File: src/rtl/dac_seq_pkg.sv
`timescale 1ns/1ps
package dac_seq_pkg;
   localparam int FRAME_W = 24;
   localparam int DATA_W  = 20;
   localparam int N_STEPS = 6;

   typedef enum logic [2:0] {
      REG_NOP   = 3'd0,
      REG_DAC   = 3'd1,
      REG_CTRL  = 3'd2,
      REG_CLEAR = 3'd3,
      REG_SWCTL = 3'd4
   } reg_sel_e;

   // control-register bit positions decoded by the DAC
   localparam int CTL_AMP_OFF = 1;
   localparam int CTL_OFFBIN  = 4;
   // software-control clear bit
   localparam int SW_CLEAR    = 1;

   function automatic logic [DATA_W-1:0] res_mask(input int res);
      logic [DATA_W-1:0] m;
      m = '0;
      for (int b = 0; b < DATA_W; b++)
         if (b >= DATA_W - res) m[b] = 1'b1;
      return m;
   endfunction

   function automatic logic [FRAME_W-1:0] step_word(input int res, input logic [2:0] idx);
      logic [DATA_W-1:0] d;
      case (idx)
         3'd0: begin
            d = '0;
            d[CTL_OFFBIN]  = 1'b1;
            d[CTL_AMP_OFF] = 1'b1;
            return {1'b0, REG_CTRL, d};
         end
         3'd1: begin
            d = '0;
            d[DATA_W-1] = 1'b1;
            return {1'b0, REG_DAC, d};
         end
         3'd2: return {1'b0, REG_CLEAR, res_mask(res)};
         3'd3: begin
            d = '0;
            d[SW_CLEAR] = 1'b1;
            return {1'b0, REG_SWCTL, d};
         end
         3'd4: return {1'b1, REG_CLEAR, {DATA_W{1'b0}}};
         default: return {1'b0, REG_NOP, {DATA_W{1'b0}}};
      endcase
   endfunction
endpackage

File: src/rtl/dac_seq_tick.sv
`timescale 1ns/1ps
module dac_seq_tick #(
   parameter int DIV = 2
) (
   input  logic clk,
   input  logic rst_n,
   input  logic run,
   output logic tick
);
   generate
      if (DIV == 1) begin : g_direct
         assign tick = run;
      end else begin : g_count
         localparam int CW = $clog2(DIV);
         logic [CW-1:0] cnt;
         always_ff @(posedge clk or negedge rst_n) begin
            if (!rst_n)                     cnt <= '0;
            else if (!run)                  cnt <= '0;
            else if (cnt == CW'(DIV - 1))   cnt <= '0;
            else                            cnt <= cnt + 1'b1;
         end
         assign tick = run && (cnt == CW'(DIV - 1));
      end
   endgenerate
endmodule

File: src/rtl/dac_seq_frame.sv
`timescale 1ns/1ps
module dac_seq_frame
   import dac_seq_pkg::*;
#(
   parameter int CLK_DIV     = 2,
   parameter int GAP_PERIODS = 2
) (
   input  logic               clk,
   input  logic               rst_n,
   input  logic               go,
   input  logic [FRAME_W-1:0] word,
   input  logic               sdo,
   output logic               sclk,
   output logic               sync_n,
   output logic               sdin,
   output logic               fin,
   output logic [FRAME_W-1:0] rx
);
   localparam int GAP_TICKS = 2 * GAP_PERIODS;
   localparam int BCW       = $clog2(FRAME_W + 1);
   localparam int GCW       = $clog2(GAP_TICKS + 1);

   typedef enum logic [1:0] {E_IDLE, E_SHIFT, E_GAP} eng_e;
   eng_e             st;
   logic [FRAME_W-1:0] sh;
   logic [BCW-1:0]   nbit;
   logic [GCW-1:0]   gcnt;
   logic             tick;

   dac_seq_tick #(.DIV(CLK_DIV)) u_tick (
      .clk  (clk),
      .rst_n(rst_n),
      .run  (st != E_IDLE),
      .tick (tick)
   );

   always_ff @(posedge clk or negedge rst_n) begin
      if (!rst_n) begin
         st     <= E_IDLE;
         sclk   <= 1'b1;
         sync_n <= 1'b1;
         sdin   <= 1'b0;
         sh     <= '0;
         rx     <= '0;
         nbit   <= '0;
         gcnt   <= '0;
         fin    <= 1'b0;
      end else begin
         fin <= 1'b0;
         case (st)
            E_IDLE: if (go) begin
               sync_n <= 1'b0;
               sdin   <= word[FRAME_W-1];
               sh     <= {word[FRAME_W-2:0], 1'b0};
               nbit   <= '0;
               st     <= E_SHIFT;
            end
            E_SHIFT: if (tick) begin
               if (sclk) begin
                  if (nbit == BCW'(FRAME_W)) begin
                     sync_n <= 1'b1;
                     gcnt   <= '0;
                     st     <= E_GAP;
                  end else begin
                     sclk <= 1'b0;
                     rx   <= {rx[FRAME_W-2:0], sdo};
                     nbit <= nbit + 1'b1;
                  end
               end else begin
                  sclk <= 1'b1;
                  sdin <= sh[FRAME_W-1];
                  sh   <= {sh[FRAME_W-2:0], 1'b0};
               end
            end
            E_GAP: if (tick) begin
               if (gcnt == GCW'(GAP_TICKS - 1)) begin
                  fin <= 1'b1;
                  st  <= E_IDLE;
               end else begin
                  gcnt <= gcnt + 1'b1;
               end
            end
            default: st <= E_IDLE;
         endcase
      end
   end
endmodule

File: src/rtl/dac_init_seq.sv
`timescale 1ns/1ps
module dac_init_seq
   import dac_seq_pkg::*;
#(
   parameter int RES_BITS    = 20,
   parameter int CLK_DIV     = 2,
   parameter int GAP_PERIODS = 2
) (
   input  logic clk,
   input  logic rst_n,
   input  logic start,
   input  logic sdo,
   output logic sclk,
   output logic sync_n,
   output logic sdin,
   output logic done,
   output logic pass
);
   localparam logic [DATA_W-1:0] FS_MASK = res_mask(RES_BITS);

   generate
      if (!(RES_BITS == 16 || RES_BITS == 18 || RES_BITS == 20)) begin : g_bad_res
         $error("RES_BITS must be 16, 18 or 20");
      end
      if (CLK_DIV < 1) begin : g_bad_div
         $error("CLK_DIV must be at least 1");
      end
      if (GAP_PERIODS < 2) begin : g_bad_gap
         $error("GAP_PERIODS must be at least 2");
      end
   endgenerate

   typedef enum logic [1:0] {T_IDLE, T_ISSUE, T_WAIT} top_e;
   top_e               st;
   logic [2:0]         idx;
   logic               go;
   logic               fin;
   logic [FRAME_W-1:0] rx;
   logic               rx_ok;

   assign go = (st == T_ISSUE);

   dac_seq_frame #(.CLK_DIV(CLK_DIV), .GAP_PERIODS(GAP_PERIODS)) u_frame (
      .clk   (clk),
      .rst_n (rst_n),
      .go    (go),
      .word  (step_word(RES_BITS, idx)),
      .sdo   (sdo),
      .sclk  (sclk),
      .sync_n(sync_n),
      .sdin  (sdin),
      .fin   (fin),
      .rx    (rx)
   );

   generate
      if (RES_BITS == DATA_W) begin : g_cmp_full
         assign rx_ok = (rx[FRAME_W-2:DATA_W] == REG_CLEAR) &&
                        (rx[DATA_W-1:0] == FS_MASK);
      end else begin : g_cmp_masked
         assign rx_ok = (rx[FRAME_W-2:DATA_W] == REG_CLEAR) &&
                        ((rx[DATA_W-1:0] & FS_MASK) == FS_MASK);
      end
   endgenerate

   always_ff @(posedge clk or negedge rst_n) begin
      if (!rst_n) begin
         st   <= T_IDLE;
         idx  <= '0;
         done <= 1'b0;
         pass <= 1'b0;
      end else begin
         case (st)
            T_IDLE: if (start) begin
               done <= 1'b0;
               pass <= 1'b0;
               idx  <= '0;
               st   <= T_ISSUE;
            end
            T_ISSUE: st <= T_WAIT;
            T_WAIT: if (fin) begin
               if (idx == 3'(N_STEPS - 1)) begin
                  done <= 1'b1;
                  pass <= rx_ok;
                  st   <= T_IDLE;
               end else begin
                  idx <= idx + 1'b1;
                  st  <= T_ISSUE;
               end
            end
            default: st <= T_IDLE;
         endcase
      end
   end
endmodule

File: config.mk
export PLATFORM = sky130hd
export DESIGN_NAME = dac_init_seq
export DESIGN_NICKNAME = d
export VERILOG_FILES = /design/src/rtl/dac_seq_pkg.sv /design/src/rtl/dac_seq_tick.sv /design/src/rtl/dac_seq_frame.sv /design/src/rtl/dac_init_seq.sv
export SDC_FILE = /design/constraint.sdc
export NUM_CORES = 1
export LEC_CHECK = 0
export BUFFER_PORTS_ARGS = -buffer_cell sky130_fd_sc_hd__buf_2
export CORE_UTILIZATION = 45
export CTS_CLUSTER_DIAMETER = 30
export CTS_CLUSTER_SIZE = 8
export DETAILED_ROUTE_END_ITERATION = 6
export PLACE_DENSITY = 0.66
export SLEW_MARGIN = 0
export SYNTH_ARGS = -nofsm -noshare
export SYNTH_HDL_FRONTEND = slang
export SYNTH_HIERARCHICAL = 1
export SYNTH_SLANG_ARGS = --single-unit
File: constraint.sdc
create_clock -name clk -period 6.1 [get_ports clk]
set_input_delay 1.22 -clock clk [delete_from_list [all_inputs] [get_ports clk]]
set_output_delay 1.22 -clock clk [all_outputs]
set_load 0.05 [all_outputs]
==> results of run 1 <==
state kept, by name, summed over array words and instances (netlist names):
register and flops:
u_frame/nbit 5, u_frame/rx 23, done 1, u_frame/u_tick/g_count.cnt 1, u_frame/sdin 1, st 2
u_frame/st 2, u_frame/sclk 1, u_frame/gcnt 3, pass 1, idx 3, u_frame/fin 1
u_frame/sync_n 1, u_frame/sh 23
worst max-delay path: stages (launching register included):
cell and delay, ns:
dfrtp_1 0.58, inv_1 0.14, nand2_1 0.11, and2_2 0.20, and4b_1 0.39, and2_4 0.48, mux2_2 0.39
stage by stage:
step / instances / power, W / hold WS (ns) / setup slack [ns] / instance area (sq um)
finish: 372 / 0.0008990 / 0.4974 / 3.673 / 3716
global route: 372 / 0.0009333 / 0.5076 / 3.518 / 3716
CTS: 372 / 0.0009112 / 0.4931 / 3.685 / 3716
detailed placement: 356 / 0.0004830 / 0.4786 / 3.744 / 3481
global placement: 356 / 0.0004826 / 0.4809 / 3.813 / 3481
floorplan: 259 / 0.0004710 / 0.4509 / 4.080 / 3392
worst max-delay path by stage:
stage / slack (ns) / endpoint / depth (start not counted)
3_3_place_gp: 3.81 / u_frame/rx[8] / 6
2_1_floorplan: 4.08 / u_frame/rx[14] / 10
5_1_grt: 3.52 / u_frame/rx[11] / 6
3_5_place_dp: 3.74 / u_frame/rx[12] / 6
4_1_cts: 3.68 / u_frame/rx[11] / 6
6_report: 3.67 / u_frame/rx[11] / 6
final cells by class:
class | instances | area [sq um] | share of cell area [%]
Tap cell | 99 | 123.9 | 3.333
Multi-Input combinational cell | 165 | 1541 | 41.48
Inverter | 13 | 48.80 | 1.313
Sequential cell | 68 | 1704 | 45.86
Timing Repair Buffer | 11 | 62.56 | 1.684
Clock buffer | 11 | 151.4 | 4.074
Clock inverter | 5 | 83.83 | 2.256
cells in the final DEF, fill, tap and decap left out, types with 4 or more instances in the layout:
| master | n |
|---|---|
| dfrtp_1 | 66 |
| mux2_2 | 52 |
| mux2_4 | 18 |
| inv_1 | 13 |
| nand2_1 | 12 |
| clkbuf_8 | 11 |
| nor2_1 | 9 |
| ha_1 | 9 |
| buf_2 | 8 |
| nand3_1 | 5 |
| nand4_1 | 5 |
| o21ai_0 | 4 |
| mux2i_1 | 4 |
| o22ai_1 | 4 |
power by group through the flow:
stage / Combinational (W) / Sequential [W] / Clock (W)
detailed placement: 0.0000164 / 0.000467 / 0
global placement: 0.0000162 / 0.000466 / 0
global route: 0.0000179 / 0.000459 / 0.000457
CTS: 0.0000164 / 0.000458 / 0.000437
floorplan: 0.00000525 / 0.000466 / 0
finish: 0.0000154 / 0.000458 / 0.000426
per-layer routing:
layer	share of wire [%]	track usage (%)	vias to the layer above
li1	-	-	936
met1	50	19.93	956
met2	46	24.13	25
met3	2.0	3.265	8
met4	2.0	8.065	0
met5	0	0	-
==> qor.yml, run 1 <==
status:
  status: "finished, final reports clean"
setup_path:
  crit_required_ns: 6.32
  r2r_cells: 6
  timing.rr.start: "u_frame/st[1]"
  cp-end-kind: "register"
  cp-startpoint: "u_frame/st[1]"
  cp.arrival_ns: 2.65
  regToRegEndpoint: "u_frame/rx[11]"
  critPathLaunchType: "register"
  r2r_slack_ns: 3.67
  path_max_fanout: 25
  worstSetupPathType: "register to register"
placement:
  port_buffers: 8
  hpwlAfterDp_microns: 3368
  gp_congestion: 0.7969
power:
  swShare_pct: 20.64
  p_sw_w: 0.0001855
  leakage_nw: 1.754
  seq_power_share_pct: 50.9
  clkPwrFrac_pct: 47.4
  ir_worst_vdd_mv: 0.08858
  p_int_w: 0.0007135
  power_density_nw_per_um2: 241.9
  combPwrFrac_pct: 1.7
clock_network:
  path_clk_slew_ns: 0.07
  cts_hold_buf: 0
  root_buffer: "clkbuf_8"
  post_cts_buffers: 0
  clock-sinks: 68
  clk_path_buf_depth: 2
  post_cts_resized: 0
  clk_latency_ns: 0.34
  tritoncts: "yes"
  numCtsBuffers: 9
  cts_max_level: 3
yosys:
  avgSynthCellArea_sq_um: 13.10
  syn_nets: 272
  postSynthCellCount: 259
  yosysWarningCount: 6
  syn-cell-area_sq_um: 3392
global_routing:
  grt_pass1_wl_microns: 9149
  grt_antenna_before_repair: 0
  gr-usage-all-layers_pct: 15.34
  grt-ovfl-total: 0
  grt_start_max_net_pins: 69
  grt_pass1_vias: 1955
floorplanning:
  die_x_microns: 88.82
  core_sq_um: 7253
  rows: 31
  dieArea_sq_um: 7889
  initial_core_util_pct: 46.77
  ioPinCount: 9
  fp.dieH_microns: 88.82
timing:
  worst_slew_pin_slew_ns: 0.8275
  fmax_mhz: 412.0
  tns_ns: 0
  min_period_ns: 2.427
  slew_viol_final: 0
  setup_viol: 0
  finalHoldViolations: 0
  fin_worst_skew_ns: 0.007110
  rsz0062_at_grt: "no"
  relSlewSlack_pct: 44.83
  min_period_over_period_pct: 39.79
min_path:
  hold_end: "u_frame/nbit[4]"
  hold_depth: 1
  hold_start: "u_frame/nbit[4]"
  min_path_type: "register to register"
job:
  drv_cap: 0
detailed_routing:
  postRouteAntennaNets: 0
  drtIter0Drc: 94
  dr.pass1.iters: 4
  drcViolationCount: 0
  viasPerCell: 5.175
  vias: 1925
  routed_wirelength_microns: 5337
  routedWlPerCell_microns: 14.35
cells_and_area:
  finalNetCount: 281
  area_growth_pct: 9.554
  post-route-util_pct: 51.23
  fillerInstances: 636
  drive_above_1_share_pct: 41.76
  antennaDiodeCount: 0
Note: power is estimated with default switching activity, not from simulation.
==> inputs of run 2 (changes only) <==
Settings changed: ABC_AREA set to 1.
Clock period 6.1 ns to 2.25 ns, I/O delays scaled along.
==> run 2 against run 1 <==
  * Worst hold slack worse by 0.38 ns
  * Final cell count is 57% higher
  * Largest power group unchanged
  * Register-to-register slack lost 3.3 ns
  * Clock power rose to 2.6 times the previous value
==> qor.yml, run 2 <==
status:
  status: "finished, final reports clean"
setup_path:
  cp-startpoint: "u_frame/st[1]"
  cp.arrival_ns: 2.11
  cp-end-kind: "register"
  critPathLaunchType: "register"
  worstSetupPathType: "register to register"
  timing.rr.start: "u_frame/st[1]"
  crit_required_ns: 2.49
  path_max_fanout: 14
clock_network:
  clk_path_buf_depth: 2
  path_clk_slew_ns: 0.08
  clk_latency_ns: 0.35
  cts_hold_buf: 0
  clock-sinks: 68
  post_cts_buffers: 0
  post_cts_resized: 0
  cts_max_level: 3
  tritoncts: "yes"
  root_buffer: "clkbuf_8"
  numCtsBuffers: 9
global_routing:
  grt_start_max_net_pins: 69
  grt_antenna_before_repair: 0
  gr-usage-all-layers_pct: 18.22
  grt_pass1_wl_microns: 11920
  grt_pass1_vias: 2669
  grt-ovfl-total: 0
placement:
  preCtsSetupSlack_ns: 0.3838
  gp_congestion: 0.7954
  port_buffers: 8
  hpwlAfterDp_microns: 4149
timing:
  fmax_mhz: 534.1
  setup_viol: 0
  fin_ws_ns: 0.3778
  rsz0062_at_grt: "no"
  tns_ns: 0
  relSlewSlack_pct: 64.35
  min_period_ns: 1.872
  worst_slew_pin_slew_ns: 0.5334
  finalHoldViolations: 0
  fin_worst_skew_ns: 0.01164
  min_period_over_period_pct: 83.21
  whs_ns: 0.1141
  slew_viol_final: 0
cells_and_area:
  finalNetCount: 494
  antennaDiodeCount: 0
  layout_common_cells: "nand2_1 (244), dfrtp_1 (66), inv_1 (29)"
  area_growth_pct: 9.903
  top_regs: "u_frame/rx x23, u_frame/sh x23, u_frame/nbit x5"
  layout_commonest_cell: "nand2_1"
  drive_above_1_share_pct: 11.11
detailed_routing:
  postRouteAntennaNets: 0
  drtIter0Drc: 119
  routed_wirelength_microns: 6557
  dr.pass1.iters: 4
  routedWlPerCell_microns: 11.21
  drcViolationCount: 0
  vias: 2824
  viasPerCell: 4.827
floorplanning:
  dieArea_sq_um: 8105
  initial_core_util_pct: 47.32
  core_sq_um: 7370
  rows: 31
  ioPinCount: 9
  fp.dieH_microns: 90.03
  die_x_microns: 90.03
power:
  power.total_w: 0.004582
  leakage_nw: 2.140
  ir_worst_vdd_mv: 0.6666
  power_density_nw_per_um2: 1196
yosys:
  syn_nets: 486
  syn-cell-area_sq_um: 3487
  avgSynthCellArea_sq_um: 7.372
  yosysWarningCount: 6
  postSynthCellCount: 473
job:
  drv_cap: 0
min_path:
  min_path_type: "input port to async pin"
==> run 2: worst max-delay path: stages (launching register included) <==
cell and delay [ns]:
dfrtp_1 0.45, inv_2 0.10, nand2_1 0.12, nand2_1 0.06, inv_1 0.15, nand2_2 0.21, nand3_2 0.19, inv_1 0.06
nor2_1 0.19, nand2_1 0.13, nand2_1 0.07, nand2_1 0.04
==> run 2: metal layers <==
metal  wire (microns)  GRT usage (%)
met5                0              0
met2             2851          27.67
met3              192          3.976
met1             3354          24.79
met4              158          8.602
==> run 2: worst paths after layout <==
check                                              to  depth (start not counted)  slack, ns
setup / recovery                      u_frame/gcnt[1]                         11       0.38
hold / removal                         u_frame/sh[17]                          2       0.11
setup reg to reg                      u_frame/gcnt[1]                         11       0.38
hold reg to reg            u_frame/u_tick/g_count.cnt                          1       0.44
max in group asynchronous                u_frame/sclk                          2       1.80
min in group clk                        u_frame/rx[0]                          3       0.32
==> run 2: area by class of cell <==
class	count	area, sq um
Clock buffer	11	131.4
Sequential cell	68	1704
Timing Repair Buffer	14	97.59
Multi-Input combinational cell	353	1558
Inverter	35	131.4
Tap cell	99	123.9
Clock inverter	5	86.33
Fill cell	737	3537
==> run 2: where the power goes <==
group | switching (W) | internal [W]
clock network | 0.000478 | 0.000631
registers | 0.000224 | 0.00153
logic | 0.00122 | 0.000496
total | 0.00193 | 0.00266
==> run 2: metrics by stage <==
step / std cells / cell area [sq um] / util, %
after detailed placement: 569 / 3615 / 49.05
after CTS: 585 / 3832 / 52.00
after global routing: 585 / 3832 / 52.00
after global placement: 569 / 3615 / 49.05
after floorplan: 473 / 3487 / -
final: 585 / 3832 / 52.00
==> inputs of run 3 (changes only) <==
Settings changed: PLACE_DENSITY 0.66 to 0.68.
Clock period 2.25 ns to 1.6 ns, I/O delays scaled along.
==> run 3 against run 2 <==
  * Fmax grew 20%
  * Clock-buffer cell count unchanged
  * Sequential cell count unchanged
  * Worst hold slack improved by 0.066 ns
  * First-iteration DRC count increased by 39%
  * Die area is the same
  * Non-clock buffer count rose by 12
  * Clock skew decreased by 0.0022 ns
  * Wire length is 7.2% higher
  * Final area up 6.1%
  * Highest routed layer unchanged
==> qor.yml, run 3 (synthesis results as in run 2) <==
job:
  drv_cap: 0
clock_network:
  root_buffer: "clkbuf_8"
  numCtsBuffers: 9
  clock-sinks: 68
  path_clk_slew_ns: 0.08
  tritoncts: "yes"
  clk_path_buf_depth: 2
  clk_latency_ns: 0.34
  cts_max_level: 3
setup_path:
  crit_required_ns: 1.82
  regToRegEndpoint: "u_frame/rx[8]"
  path_max_fanout: 23
  cp.arrival_ns: 1.78
  timing.rr.start: "u_frame/nbit[1]"
  cp-end-kind: "register"
  r2r_cells: 9
  critPathLaunchType: "register"
  r2r_slack_ns: 0.04
  worstSetupPathType: "register to register"
placement:
  hpwlAfterDp_microns: 4309
  port_buffers: 8
  gp_congestion: 0.8748
floorplanning:
  core_sq_um: 7370
  initial_core_util_pct: 47.32
  fp.dieH_microns: 90.03
  rows: 31
  ioPinCount: 9
  die_x_microns: 90.03
  dieArea_sq_um: 8105
cells_and_area:
  top_regs: "u_frame/rx x23, u_frame/sh x23, u_frame/nbit x5"
  drive_above_1_share_pct: 14.40
  layout_commonest_cell: "nand2_1"
  area_growth_pct: 16.61
  antennaDiodeCount: 0
  layout_common_cells: "nand2_1 (244), dfrtp_1 (66), inv_1 (28)"
  post-route-util_pct: 55.18
  finalNetCount: 508
timing:
  finalHoldViolations: 0
  min_period_ns: 1.560
  worst_slew_pin_slew_ns: 0.3547
  fin_worst_skew_ns: 0.009393
  fmax_mhz: 640.9
  relSlewSlack_pct: 76.35
  min_period_over_period_pct: 97.52
  whs_ns: 0.1801
  setup_viol: 0
  slew_viol_final: 0
global_routing:
  grt-ovfl-total: 0
  grt_start_max_net_pins: 38
  grt_pass1_vias: 2717
  grt_antenna_before_repair: 0
  gr-usage-all-layers_pct: 17.96
  grt_pass1_wl_microns: 11880
detailed_routing:
  drcViolationCount: 0
  vias: 2904
  routed_wirelength_microns: 7026
  dr.pass1.iters: 4
  viasPerCell: 4.848
  routedWlPerCell_microns: 11.73
  postRouteAntennaNets: 0
  drtIter0Drc: 165
power:
  leakage_nw: 2.238
  power.total_w: 0.007023
  power_density_nw_per_um2: 1727
  ir_worst_vdd_mv: 1.086
status:
  status: "finished, final reports clean"
min_path:
  hold_start: "sdo"
  hold_depth: 3
  min_path_type: "input port to register"
  hold_end: "u_frame/rx[0]"
-- run 3: cell count changes in the layout (fill, tap and decap cells not counted), moves of 2 or more --
cell / delta
buf_12: +5
nand2_4: +2
nor2_1: -2
nand2_2: -2
buf_4: +5
nor2_4: +3
-- run 3: area by class of cell --
type / instances / area (sq um)
inverters: 35 / 131.4
clock buffers: 11 / 141.4
well taps: 99 / 123.9
repair buffers: 26 / 260.3
flip-flops and latches: 68 / 1704
multi-input cells: 355 / 1620
clock inverters: 5 / 85.08
fillers: 683 / 3303
-- run 3: per-layer routing --
layer | GRT usage [%] | part of all wire [%]
met1 | 23.32 | 49
met2 | 29.13 | 47
met3 | 4.230 | 2.9
met4 | 6.855 | 1.1
met5 | 0 | 0
-- run 3: timing repair --
| item | 4_1_cts | 5_1_grt |
|---|---|---|
| endpoints found under the hold margin | 10 | 0 |
| resized for setup | 1 | 12 |
| hold buffers | 1 | 0 |
| endpoints found under the setup margin | 6 | 56 |
| buffers inserted | 0 | 2 |
| gates cloned | 0 | 2 |
| pin swaps | 0 | 2 |
-- run 3: worst max-delay path by stage --
stage | from | end | slack (ns) | cells past startpoint
floorplan | u_frame/st[1] | u_frame/gcnt[0] | 0.04 | 11
detailed placement | u_frame/st[1] | u_frame/rx[1] | 0.01 | 6
CTS | st[0] | u_frame/sdin | 0.004 | 8
global route | u_frame/nbit[1] | u_frame/rx[8] | -0.06 | 9
global placement | u_frame/st[1] | u_frame/rx[12] | 0.02 | 6
finish | u_frame/nbit[1] | u_frame/rx[8] | 0.04 | 9
-- run 3: worst max-delay path: stages (launching register included) --
cell and delay [ns]:
dfrtp_1 0.39, inv_1 0.06, ha_1 0.17, inv_1 0.05
nor2_1 0.04, nand2_1 0.13, nand2_4 0.10, buf_8 0.17
o21ai_0 0.21, nand2_1 0.10
-- run 3: through the flow --
| stage | setup TNS (ns) | std cells | worst slack (ns) | instance area [sq um] |
|---|---|---|---|---|
| after floorplan | 0 | 473 | 0.04013 | 3490 |
| after global placement | 0 | 578 | 0.02174 | 3722 |
| after detailed placement | 0 | 578 | 0.01038 | 3722 |
| after CTS | 0 | 595 | 0.004431 | 3964 |
| after global routing | -0.05721 | 599 | -0.05721 | 4066 |
| final | 0 | 599 | 0.03963 | 4066 |
-- run 3: power by group --
| group | switching (W) | internal (W) |
|---|---|---|
| registers | 0.000292 | 0.00215 |
| clock network | 0.000670 | 0.000926 |
| logic | 0.00195 | 0.00103 |
| total | 0.00292 | 0.00411 |
